[config.mk]
export PLATFORM = sky130hd
export DESIGN_NAME = sck_hold_gate
export DESIGN_NICKNAME = d
export VERILOG_FILES = /design/src/rtl/hold_pkg.sv /design/src/rtl/hg_sync2.sv /design/src/rtl/hg_prev.sv /design/src/rtl/hg_hold_fsm.sv /design/src/rtl/hg_bitpos.sv /design/src/rtl/sck_hold_gate.sv
export SDC_FILE = /design/constraint.sdc
export NUM_CORES = 1
export LEC_CHECK = 0
export BUFFER_PORTS_ARGS = -buffer_cell sky130_fd_sc_hd__buf_2
export CAP_MARGIN = 30
export CORE_MARGIN = 10
export CORE_UTILIZATION = 30
export CTS_CLUSTER_SIZE = 12
export DETAILED_ROUTE_END_ITERATION = 10
export SYNTH_ARGS = -nofsm -noshare
export SYNTH_HDL_FRONTEND = slang
export SYNTH_HIERARCHICAL = 1
export SYNTH_SLANG_ARGS = --single-unit
[constraint.sdc]
create_clock -name clk -period 1.47 [get_ports clk]
set_clock_uncertainty 0.1 [all_clocks]
set_input_delay 0 -clock clk [delete_from_list [all_inputs] [get_ports clk]]
set_output_delay 0 -clock clk [all_outputs]
set_load 0.1 [all_outputs]
[src/rtl/hold_pkg.sv]
// Package: shared constants and types for the hold-gating controller.
// Assumes: channel order cs, sck, hold in every synchronized vector.
package hold_pkg;
    localparam int CH_N    = 3;
    localparam int CH_CS   = 0;
    localparam int CH_SCK  = 1;
    localparam int CH_HOLD = 2;
    // Idle levels: deselected, clock low, hold released.
    localparam logic [CH_N-1:0] CH_IDLE = 3'b101;

    typedef enum logic {
        HG_RUN    = 1'b0,
        HG_PAUSED = 1'b1
    } hold_st_e;
endpackage

[src/rtl/hg_sync2.sv]
// Module: two-flop synchronizer, one chain per bit.
// Assumes: inputs are asynchronous to clk; RST_VAL gives each bit's idle level.
module hg_sync2 #(
    parameter int               WIDTH   = 3,
    parameter logic [WIDTH-1:0] RST_VAL = '0
) (
    input  logic             clk,
    input  logic             rst_n,
    input  logic [WIDTH-1:0] d_async,
    output logic [WIDTH-1:0] q_sync
);
    genvar gi;
    generate
        for (gi = 0; gi < WIDTH; gi++) begin : g_chain
            logic meta_q;
            logic stab_q;
            // Two-stage capture of one asynchronous bit.
            always_ff @(posedge clk) begin
                if (!rst_n) begin
                    meta_q <= RST_VAL[gi];
                    stab_q <= RST_VAL[gi];
                end else begin
                    meta_q <= d_async[gi];
                    stab_q <= meta_q;
                end
            end
            assign q_sync[gi] = stab_q;
        end
    endgenerate
endmodule

[src/rtl/hg_prev.sv]
// Module: one-cycle delay of synchronized levels, used for edge detection.
// Assumes: RST_VAL matches the synchronizer idle levels, so no edge appears at reset.
module hg_prev #(
    parameter int               WIDTH   = 2,
    parameter logic [WIDTH-1:0] RST_VAL = '0
) (
    input  logic             clk,
    input  logic             rst_n,
    input  logic [WIDTH-1:0] lvl,
    output logic [WIDTH-1:0] lvl_prev
);
    // Hold last cycle's levels.
    always_ff @(posedge clk) begin
        if (!rst_n) lvl_prev <= RST_VAL;
        else        lvl_prev <= lvl;
    end
endmodule

[src/rtl/hg_hold_fsm.sv]
// Module: hold state, updated only at synchronized serial-clock-low points.
// Assumes: all inputs are synchronized; cs_s is active high = deselected.
module hg_hold_fsm
    import hold_pkg::*;
(
    input  logic clk,
    input  logic rst_n,
    input  logic cs_s,
    input  logic sck_s,
    input  logic hold_n_s,
    output logic held
);
    hold_st_e st_q, st_d;

    // Next state: deselect clears, clock-low samples the request, clock-high keeps.
    always_comb begin
        st_d = st_q;
        if (cs_s)            st_d = HG_RUN;
        else if (!sck_s)     st_d = hold_n_s ? HG_RUN : HG_PAUSED;
    end

    // State register.
    always_ff @(posedge clk) begin
        if (!rst_n) st_q <= HG_RUN;
        else        st_q <= st_d;
    end

    assign held = (st_q == HG_PAUSED);
endmodule

[src/rtl/hg_bitpos.sv]
// Module: position counter within a shift group; wraps modulo 2^BIT_W.
// Assumes: step is already gated by hold; clear has priority.
module hg_bitpos #(
    parameter int BIT_W = 3
) (
    input  logic             clk,
    input  logic             rst_n,
    input  logic             clear,
    input  logic             step,
    output logic [BIT_W-1:0] pos
);
    localparam logic [BIT_W-1:0] ONE = BIT_W'(1);

    // Advance on each gated rising edge, restart on deselect.
    always_ff @(posedge clk) begin
        if (!rst_n)     pos <= '0;
        else if (clear) pos <= '0;
        else if (step)  pos <= pos + ONE;
    end
endmodule

[src/rtl/sck_hold_gate.sv]
// Module: top of the hold-gating controller. It synchronizes chip select, serial
// clock and hold, keeps the hold state, gates the serial clock edge enables and
// tracks the bit position.
// Assumes: clk is at least several times faster than sck_in; outputs are
// combinational from registers.
module sck_hold_gate
    import hold_pkg::*;
#(
    parameter int BIT_W = 3
) (
    input  logic             clk,
    input  logic             rst_n,
    input  logic             cs_n_in,
    input  logic             sck_in,
    input  logic             hold_n_in,
    output logic             hold_active,
    output logic             so_hiz,
    output logic             sck_rise_en,
    output logic             sck_fall_en,
    output logic             seq_restart,
    output logic [BIT_W-1:0] bit_pos
);
    localparam int               EDGE_N   = 2;
    localparam logic [EDGE_N-1:0] EDGE_IDLE = CH_IDLE[EDGE_N-1:0];

    logic [CH_N-1:0]   raw_vec;
    logic [CH_N-1:0]   syn_vec;
    logic [EDGE_N-1:0] prev_vec;
    logic              cs_s;
    logic              sck_s;
    logic              hold_n_s;
    logic              held;
    logic              sck_up;
    logic              sck_dn;

    assign raw_vec[CH_CS]   = cs_n_in;
    assign raw_vec[CH_SCK]  = sck_in;
    assign raw_vec[CH_HOLD] = hold_n_in;

    hg_sync2 #(.WIDTH(CH_N), .RST_VAL(CH_IDLE)) u_sync (
        .clk     (clk),
        .rst_n   (rst_n),
        .d_async (raw_vec),
        .q_sync  (syn_vec)
    );

    assign cs_s     = syn_vec[CH_CS];
    assign sck_s    = syn_vec[CH_SCK];
    assign hold_n_s = syn_vec[CH_HOLD];

    hg_prev #(.WIDTH(EDGE_N), .RST_VAL(EDGE_IDLE)) u_prev (
        .clk      (clk),
        .rst_n    (rst_n),
        .lvl      (syn_vec[EDGE_N-1:0]),
        .lvl_prev (prev_vec)
    );

    hg_hold_fsm u_fsm (
        .clk      (clk),
        .rst_n    (rst_n),
        .cs_s     (cs_s),
        .sck_s    (sck_s),
        .hold_n_s (hold_n_s),
        .held     (held)
    );

    // Serial clock edges and gating by selection and hold.
    always_comb begin
        sck_up      = sck_s & ~prev_vec[CH_SCK];
        sck_dn      = ~sck_s & prev_vec[CH_SCK];
        sck_rise_en = sck_up & ~held & ~cs_s;
        sck_fall_en = sck_dn & ~held & ~cs_s;
        seq_restart = cs_s & ~prev_vec[CH_CS];
        so_hiz      = held | cs_s;
        hold_active = held;
    end

    hg_bitpos #(.BIT_W(BIT_W)) u_pos (
        .clk   (clk),
        .rst_n (rst_n),
        .clear (cs_s),
        .step  (sck_rise_en),
        .pos   (bit_pos)
    );
endmodule

==> results of run 1 <==
## state kept, by name (all words and copies together), names as in the netlist
name	flops
u_pos/pos	3
u_sync/g_chain.meta_q	3
u_sync/g_chain.stab_q	3
u_prev/lvl_prev	2
u_fsm/held	1
## final timing paths
check                      startpoint                  endpoint  slack (ns)  cells after the start
max reg2reg  u_sync/g_chain[1].stab_q              u_pos/pos[1]        0.21                      4
min reg2reg  u_sync/g_chain[2].meta_q  u_sync/g_chain[2].stab_q        0.31                      1
min          u_sync/g_chain[2].meta_q  u_sync/g_chain[2].stab_q        0.31                      1
max          u_sync/g_chain[0].stab_q               sck_fall_en        0.07                      3
## worst max-delay path: stages (launching register included)
cell and delay [ns]:
dfxtp_1 0.34, buf_4 0.16, nor4b_4 0.32, buf_12 0.21
## repair_timing
action	in CTS	in global routing
hold buffers	7	0
endpoints found under the setup margin	1	0
endpoints found under the hold margin	9	0
setup buffers	1	0
resized for setup	0	0
## cell families after synthesis
| logic type | synth area share, % |
|---|---|
| AO/OA/AOI/OAI | 5.46 |
| flip-flops | 55.2 |
| adder cells (fa/ha/maj) | 2.87 |
| AND/OR/NAND/NOR | 27.0 |
| XOR/XNOR | 2.01 |
| buffers and inverters | 5.17 |
| multiplexers | 2.30 |
## cell usage in the layout, fill, tap and decap left out, types with 2 or more instances in the layout
| master | Yosys | layout |
|---|---|---|
| dfxtp_1 | 12 | 11 |
| buf_2 | 0 | 8 |
| dlygate4sd3_1 | 0 | 7 |
| nand2b_1 | 7 | 7 |
| buf_12 | 0 | 4 |
| clkbuf_4 | 0 | 3 |
| buf_4 | 3 | 3 |
| and2_1 | 3 | 3 |
| nor4b_4 | 0 | 2 |
| nor2_1 | 2 | 2 |
## power by group
group | switching (mW) | internal (mW) | leakage [nW] | total [mW]
logic | 0.0322 | 0.0359 | 0.167 | 0.0681
registers | 0.00505 | 0.332 | 0.0991 | 0.337
clock network | 0.105 | 0.150 | 0.0210 | 0.256
total | 0.142 | 0.519 | 0.287 | 0.661
## cells in the mapped netlist
master	number	share of area (%)
nand2b_1	7	10
mux2i_1	1	2.3
buf_4	3	5.2
ha_1	1	2.9
nor4b_1	2	4.0
nand3b_1	1	1.7
nand2_1	1	0.86
or2_1	1	1.4
dfxtp_1	12	55
a21oi_2	1	2.0
and2_1	3	4.3
a21oi_1	1	1.1
a21bo_1	1	2.3
xnor2_1	1	2.0
nor2b_1	1	1.4
or2_2	1	1.4
nor2_1	2	1.7
## stage by stage
stage	area, sq um	cells	hold WS, ns
finish	717	78	0.313
global route	717	78	0.334
CTS	717	78	0.317
detailed placement	603	66	0.0855
global placement	603	66	0.0803
floorplan	472	40	-0.0270
## metal layers
metal  wire length [microns]  GRT usage, %
met1                     386          4.80
met2                     363          7.82
met3                      80          4.58
met4                       0          1.01
met5                       0             0
## layout make-up
cell class,instances,area share (%)
clock buffer,4,5.06
tap,15,2.62
timing repair buffer,22,29.7
multi-input combinational,25,28.6
sequential,12,34.0
==> results_dict.tcl, run 1 <==
set metrics [dict create \
    outcome "complete, no violations" \
    viasPerCell 4.22 \
    post-dp-hpwl_microns 596 \
    clockBufferDepth 2 \
    synth_cells 40 \
    cts_tree "built" \
    io_pins 13 \
    synthToLayoutAreaGrowth_pct 64.7 \
    fillCellCount 121 \
    setup_viol 0 \
    cts_made_buffers 3 \
    antenna_found_initial 0 \
    core_sq_um 1330 \
    ff_latch_area_sq_um 244 \
    grt_pass1_vias 310 \
    critPathLaunchType "flip-flop" \
    antennaDiodeCount 0 \
    grt_pass1_wl_microns 1290 \
    ctsRootBufferMaster "clkbuf_4" \
    clkSinkCount 12 \
    numPortBuffers 12 \
    rows 13 \
    clock.fmax_mhz 714 \
    synth.yosys.seq_area_share_pct 55.2 \
    synth_area_sq_um 435 \
    multi_input_area_sq_um 205 \
    initial_utilization_pct 32.6 \
    cp.required_ns 1.37 \
    fp.dieH_microns 58.1 \
    hold_viol_final 0 \
    rsz0062_at_grt "false" \
    hold_class "flip-flop to flip-flop" \
    ir_worst_vdd_mv 0.395 \
    path_class "flip-flop to output port" \
    slew-limit-headroom_pct 67.7 \
    syn_nets 46 \
    cp_max_fo 6 \
    firstDrtPassIters 2 \
    track_usage_pct 4.99 \
    synth_cell_types 17 \
    drc 0 \
    critPathArrivalTime_ns 1.30 \
    period_share_pct 95.3 \
    antenna_left 0 \
    cp-end-kind "output port" \
    drv_slew 0 \
    drv_cap 0 \
    worst_slew_pin_slew_ns 0.487 \
    p_total_uw 661 \
    gr-total-overflow 0 \
    dp_slack_ns 0.192 \
    die_w_microns 58.1 \
    gp_congestion 0.658 \
    fin_ws_ns 0.0688 \
    die_area_sq_um 3380 \
    fin_util_pct 53.8 \
    dr.first_iter.drc_count 3 \
    drive_gt1_share_pct 39.7 \
    tns_ns 0 \
    wirelength_microns 830 \
    synth-seq-cells 12 \
    num_vias 329 \
    drt-wirelength-per-cell_microns 10.6 \
    yosys_warnings 6 \
    synth.avg_cell_area_sq_um 10.9 \
    final_nets 70 \
    min_period_ns 1.40 \
    htreeDepth 1 \
    pwr_density_cell_nw_per_um2 922 \
    clkTransAtPathRegs_ns 0.07 \
    clk_latency_ns 0.27 \
    grt_max_degree 11 \
    leakage_nw 0.287 \
]
Note: power is estimated with default switching activity, not from simulation.
==> inputs of run 2 (changes only) <==
- ABC_AREA: not set -> 1
==> results_dict.tcl, run 2 <==
set metrics [dict create \
    grt_pass1_wl_microns 1520 \
    hold_class "flip-flop to flip-flop" \
    r2r-start "u_sync/g_chain[0].stab_q" \
    synthToLayoutAreaGrowth_pct 42.5 \
    drt-wirelength-per-cell_microns 8.86 \
    antennaDiodeCount 0 \
    tns_ns 0 \
    track_usage_pct 5.77 \
    min_from "u_sync/g_chain[2].meta_q" \
    post_cts_buffers 0 \
    firstDrtPassIters 3 \
    slew-limit-headroom_pct 67.2 \
    cp-end-kind "output port" \
    grt_pass1_vias 361 \
    viasPerCell 3.90 \
    drv_cap 0 \
    cts_made_buffers 3 \
    pwr_density_cell_nw_per_um2 899 \
    syn_nets 71 \
    hold-worst-slack_ns 0.307 \
    layoutNonFillerInstCount 101 \
    ys_top_cells_by_count "nand2_1, inv_1, dfxtp_1, nor2_1, buf_4" \
    synth_ff_type "dfxtp_1" \
    min_period_ns 1.39 \
    cp_max_fo 5 \
    core_sq_um 1510 \
    ir_worst_vdd_mv 0.595 \
    clock.fmax_mhz 720 \
    yosys_warnings 6 \
    reg_top3 "u_pos/pos (3), u_sync/g_chain.meta_q (3), u_sync/g_chain.stab_q (3)" \
    antenna_found_initial 0 \
    clk_latency_ns 0.27 \
    p_total_uw 607 \
    grt_max_degree 12 \
    numPortBuffers 12 \
    dp_slack_ns 0.329 \
    synth_area_sq_um 474 \
    final_common_cell "nand2_1" \
    drv_slew 0 \
    final_nets 92 \
    synth_top_cells_by_area "dfxtp_1, nand2_1, inv_1, nor2_1, buf_4" \
    setup_viol 0 \
    rows 14 \
    period_share_pct 94.5 \
    hold_viol_final 0 \
    leakage_nw 0.348 \
    outcome "complete, no violations" \
    die_area_sq_um 3570 \
    critPathLaunchType "flip-flop" \
    fin_ws_ns 0.0815 \
    synth.avg_cell_area_sq_um 7.30 \
    synth_top_area_cell "dfxtp_1" \
    min_to "u_sync/g_chain[2].stab_q" \
    initial_utilization_pct 31.5 \
    clkSinkCount 12 \
    yosysTopAreaCellShare_pct 50.7 \
    reg2reg_to "u_pos/pos[2]" \
    gr-total-overflow 0 \
    hold_path_depth 2 \
    critPathArrivalTime_ns 1.29 \
    synth_cell_types 11 \
    final_cell_area_sq_um 676 \
    synth_edf_count 0 \
    drc 0 \
    dp.cells 90 \
    yosysMostFrequentCell "nand2_1" \
    io_pins 13 \
    path_class "flip-flop to output port" \
    clockBufferDepth 2 \
    synth.yosys.seq_area_share_pct 50.7 \
    synth_cells 65 \
    synth-seq-cells 12 \
    post-dp-hpwl_microns 633 \
    wirelength_microns 895 \
    worst_slew_pin_slew_ns 0.495 \
    drive_gt1_share_pct 28.2 \
    final_cell_mix "nand2_1, inv_1, buf_2, dfxtp_1, dlygate4sd3_1" \
    dpl_cell_area_sq_um 579 \
    htreeDepth 1 \
    rsz0062_at_grt "false" \
    fp.dieH_microns 59.8 \
    clkTransAtPathRegs_ns 0.07 \
    gp_congestion 0.690 \
    cp.required_ns 1.37 \
    cts_tree "built" \
    r2r_cells 6 \
    timing.critical_path.from "u_sync/g_chain[0].stab_q" \
    fin_util_pct 44.9 \
    synth-async-reset-ratio_pct 0 \
    num_vias 394 \
    ctsRootBufferMaster "clkbuf_4" \
    r2r_slack_ns 0.32 \
    dr.first_iter.drc_count 5 \
    antenna_left 0 \
    die_w_microns 59.8 \
]
==> run 2: cell count changes in the layout (fill, tap and decap cells not counted), moves of 2 or more <==
cell / previous run / this run
nor4b_4: 2 / 0
nand2_1: 1 / 19
buf_12: 4 / 1
nor2_1: 2 / 4
buf_4: 3 / 0
nor2_2: 0 / 2
nand2b_1: 7 / 0
inv_1: 0 / 16
buf_2: 8 / 11
and2_1: 3 / 0
==> run 2: worst max-delay path: stages (launching register included) <==
cell     delay [ns]
dfxtp_1        0.35
inv_2          0.12
nand2_8        0.07
nor2_2         0.06
buf_2          0.42
==> run 2: what timing repair did <==
item | CTS | global route
endpoints found under the hold margin | 10 | 0
gates resized for setup | 0 | 0
endpoints found under the setup margin | 0 | 0
hold buffers | 7 | 0
==> run 2: layer usage <==
metal | GRT usage [%] | part of all wire (%)
met3 | 3.39 | 7.5
met5 | 0 | 0
met1 | 5.53 | 44
met2 | 8.68 | 47
met4 | 4.81 | 1.1
==> run 2: layout make-up <==
class | instances | area (sq um)
repair buffers | 19 | 145
well taps | 16 | 20.0
multi-input cells | 32 | 170
inverters | 18 | 70.1
flip-flops and latches | 12 | 244
clock buffers | 4 | 26.3
fillers | 149 | 831
==> run 2: kinds of logic (layout without fill, tap and decap cells) <==
kind of cell	count (synthesis)	after routing	synth area share (%)
AND/OR/NAND/NOR	28	28	23.0
buffers and inverters	21	41	19.0
AO/OA/AOI/OAI	3	3	4.75
adder cells (fa/ha/maj)	1	1	2.64
flip-flops	12	12	50.7
==> run 2: worst max path at each step <==
stage	endpoint	depth (start not counted)
floorplan	u_pos/pos[2]	6
global placement	sck_fall_en	4
detailed placement	u_pos/pos[2]	6
CTS	sck_fall_en	4
global route	sck_fall_en	4
finish	sck_fall_en	4
==> run 2: report_power, final <==
part | switching (mW) | internal (mW) | leakage [nW] | total [mW]
logic | 0.0390 | 0.0266 | 0.234 | 0.0657
registers | 0.00463 | 0.332 | 0.0991 | 0.337
clock network | 0.0995 | 0.105 | 0.0150 | 0.204
==> inputs of run 3 (changes only) <==
- GPL_TIMING_DRIVEN: not set -> 0
- SETUP_SLACK_MARGIN: not set -> 0.1
==> results_dict.tcl, run 3 (synthesized netlist as in run 2, its figures left out) <==
set metrics [dict create \
    outcome "complete, no violations" \
    clkTransAtPathRegs_ns 0.07 \
    fin_ws_ns 0.109 \
    cts_tree "built" \
    slew-limit-headroom_pct 67.8 \
    gr-total-overflow 0 \
    met2_usage_pct 10.1 \
    wirelength_microns 939 \
    grt_pass1_vias 410 \
    clockBufferDepth 2 \
    internal-power_uw 515 \
    layoutNonFillerInstCount 105 \
    critPathArrivalTime_ns 1.26 \
    ir_worst_vdd_mv 0.522 \
    post-dp-hpwl_microns 627 \
    p_total_uw 671 \
    clk_latency_ns 0.27 \
    fillCellCount 167 \
    pwr_density_cell_nw_per_um2 923 \
    clkSinkCount 12 \
    grt_max_degree 12 \
    min_from "u_sync/g_chain[0].meta_q" \
    r2r_cells 8 \
    critPathLaunchType "flip-flop" \
    min_to "u_sync/g_chain[0].stab_q" \
    fin_util_pct 48.3 \
    drv_slew 0 \
    switchingPower_uw 156 \
    antennaDiodeCount 0 \
    hold_path_depth 2 \
    final_cell_mix "nand2_1, inv_1, dfxtp_1" \
    antenna_found_initial 0 \
    cp_max_fo 6 \
    setup_viol 0 \
    hold_viol_final 0 \
    comb_power_share_pct 11.0 \
    cpMaxStageDelayCell "dfxtp_1" \
    final_cell_area_sq_um 727 \
    switching_share_pct 23.2 \
    period_share_pct 92.6 \
    path_class "flip-flop to output port" \
    initial_utilization_pct 31.5 \
    final_nets 96 \
    dpl_cell_area_sq_um 587 \
    r2r_slack_ns 0.20 \
    clkPwrFrac_pct 39.1 \
    drv_cap 0 \
    die_w_microns 59.8 \
    grt_pass1_wl_microns 1610 \
    core_sq_um 1510 \
    met1_usage_pct 4.94 \
    hold-worst-slack_ns 0.308 \
    grt_use_met3_pct 4.87 \
    num_vias 418 \
    synthToLayoutAreaGrowth_pct 53.3 \
    htreeDepth 1 \
    dp.cells 93 \
    drt-wirelength-per-cell_microns 8.94 \
    cts_made_buffers 3 \
    rsz0062_at_grt "true" \
    worst_slew_pin_slew_ns 0.486 \
    rows 14 \
    reg2reg_to "u_pos/pos[2]" \
    leakage_nw 0.376 \
    track_usage_pct 6.15 \
    reg_top3 "u_pos/pos (3), u_sync/g_chain.meta_q (3), u_sync/g_chain.stab_q (3)" \
    globalRoute.busiestLayer "met2" \
    cp-end-kind "output port" \
    drive_gt1_share_pct 32.6 \
    min_period_ns 1.36 \
    cp.required_ns 1.37 \
    path_cells "buf_4 > inv_2 > nand2_8 > nor2_4 > buf_12" \
    clock.fmax_mhz 735 \
    io_pins 13 \
    pwr-share-seq_pct 49.9 \
    drc 0 \
    firstDrtPassIters 2 \
    hold_class "flip-flop to flip-flop" \
    tns_ns 0 \
    gp_congestion 0.650 \
    dp_slack_ns 0.147 \
    fp.dieH_microns 59.8 \
    antenna_left 0 \
    dr.first_iter.drc_count 7 \
    numPortBuffers 12 \
    die_area_sq_um 3570 \
    viasPerCell 3.98 \
    final_common_cell "nand2_1" \
    r2r-start "u_sync/g_chain[0].stab_q" \
    cpPeakStageDelay_ns 0.30 \
    ctsRootBufferMaster "clkbuf_4" \
]
[run 3: cell types whose count changed in the layout (fill, tap and decap cells not counted), sizes merged]
cell and delta:
buf +3, clkbuf +1
[run 3: area by class of cell]
class,instances,area (sq um),area share [%]
Sequential cell,12,244,33.6
Multi-Input combinational cell,32,170,23.4
Timing Repair Buffer,20,164,22.5
Inverter,18,70.1,9.64
Clock buffer,4,36.3,4.99
Buffer,3,22.5,3.10
Tap cell,16,20.0,2.75
[run 3: worst max-delay path by stage]
stage	startpoint	end	slack, ns	cells after the start
finish	u_sync/g_chain[0].stab_q	sck_rise_en	0.11	5
global route	u_sync/g_chain[0].stab_q	sck_rise_en	0.04	5
CTS	u_sync/g_chain[0].stab_q	sck_rise_en	0.02	5
detailed placement	u_sync/g_chain[0].stab_q	sck_rise_en	0.15	5
global placement	u_sync/g_chain[0].stab_q	sck_rise_en	0.16	5
floorplan	u_fsm/held	u_pos/pos[2]	-0.29	6
[run 3: timing repair]
item	4_1_cts	5_1_grt
setup buffers	0	1
setup endpoints to repair	4	3
gates cloned	0	0
pin swaps	0	1
gates resized for setup	4	4
endpoints found under the hold margin	10	0
hold buffers	7	0
[run 3: power by group through the flow]
stage | combinational, mW | clock [mW] | sequential (mW)
detailed placement | 0.0572 | 0 | 0.343
global placement | 0.0561 | 0 | 0.342
finish | 0.0737 | 0.262 | 0.335
floorplan | 0.0424 | 0 | 0.343
global route | 0.0818 | 0.292 | 0.336
CTS | 0.0721 | 0.279 | 0.335
[run 3: per-layer routing]
layer / part of all wire, % / wire [microns]
met4: 2.2 / 21
met3: 11 / 105
met5: 0 / 0
met1: 37 / 348
met2: 49 / 463
[run 3: worst max-delay path, delay by kind of cell, from the launching register on]
kind | cells | cell delay, ns
simple gates | 2 | 0.24
buf+inv | 3 | 0.44
flops | 1 | 0.30
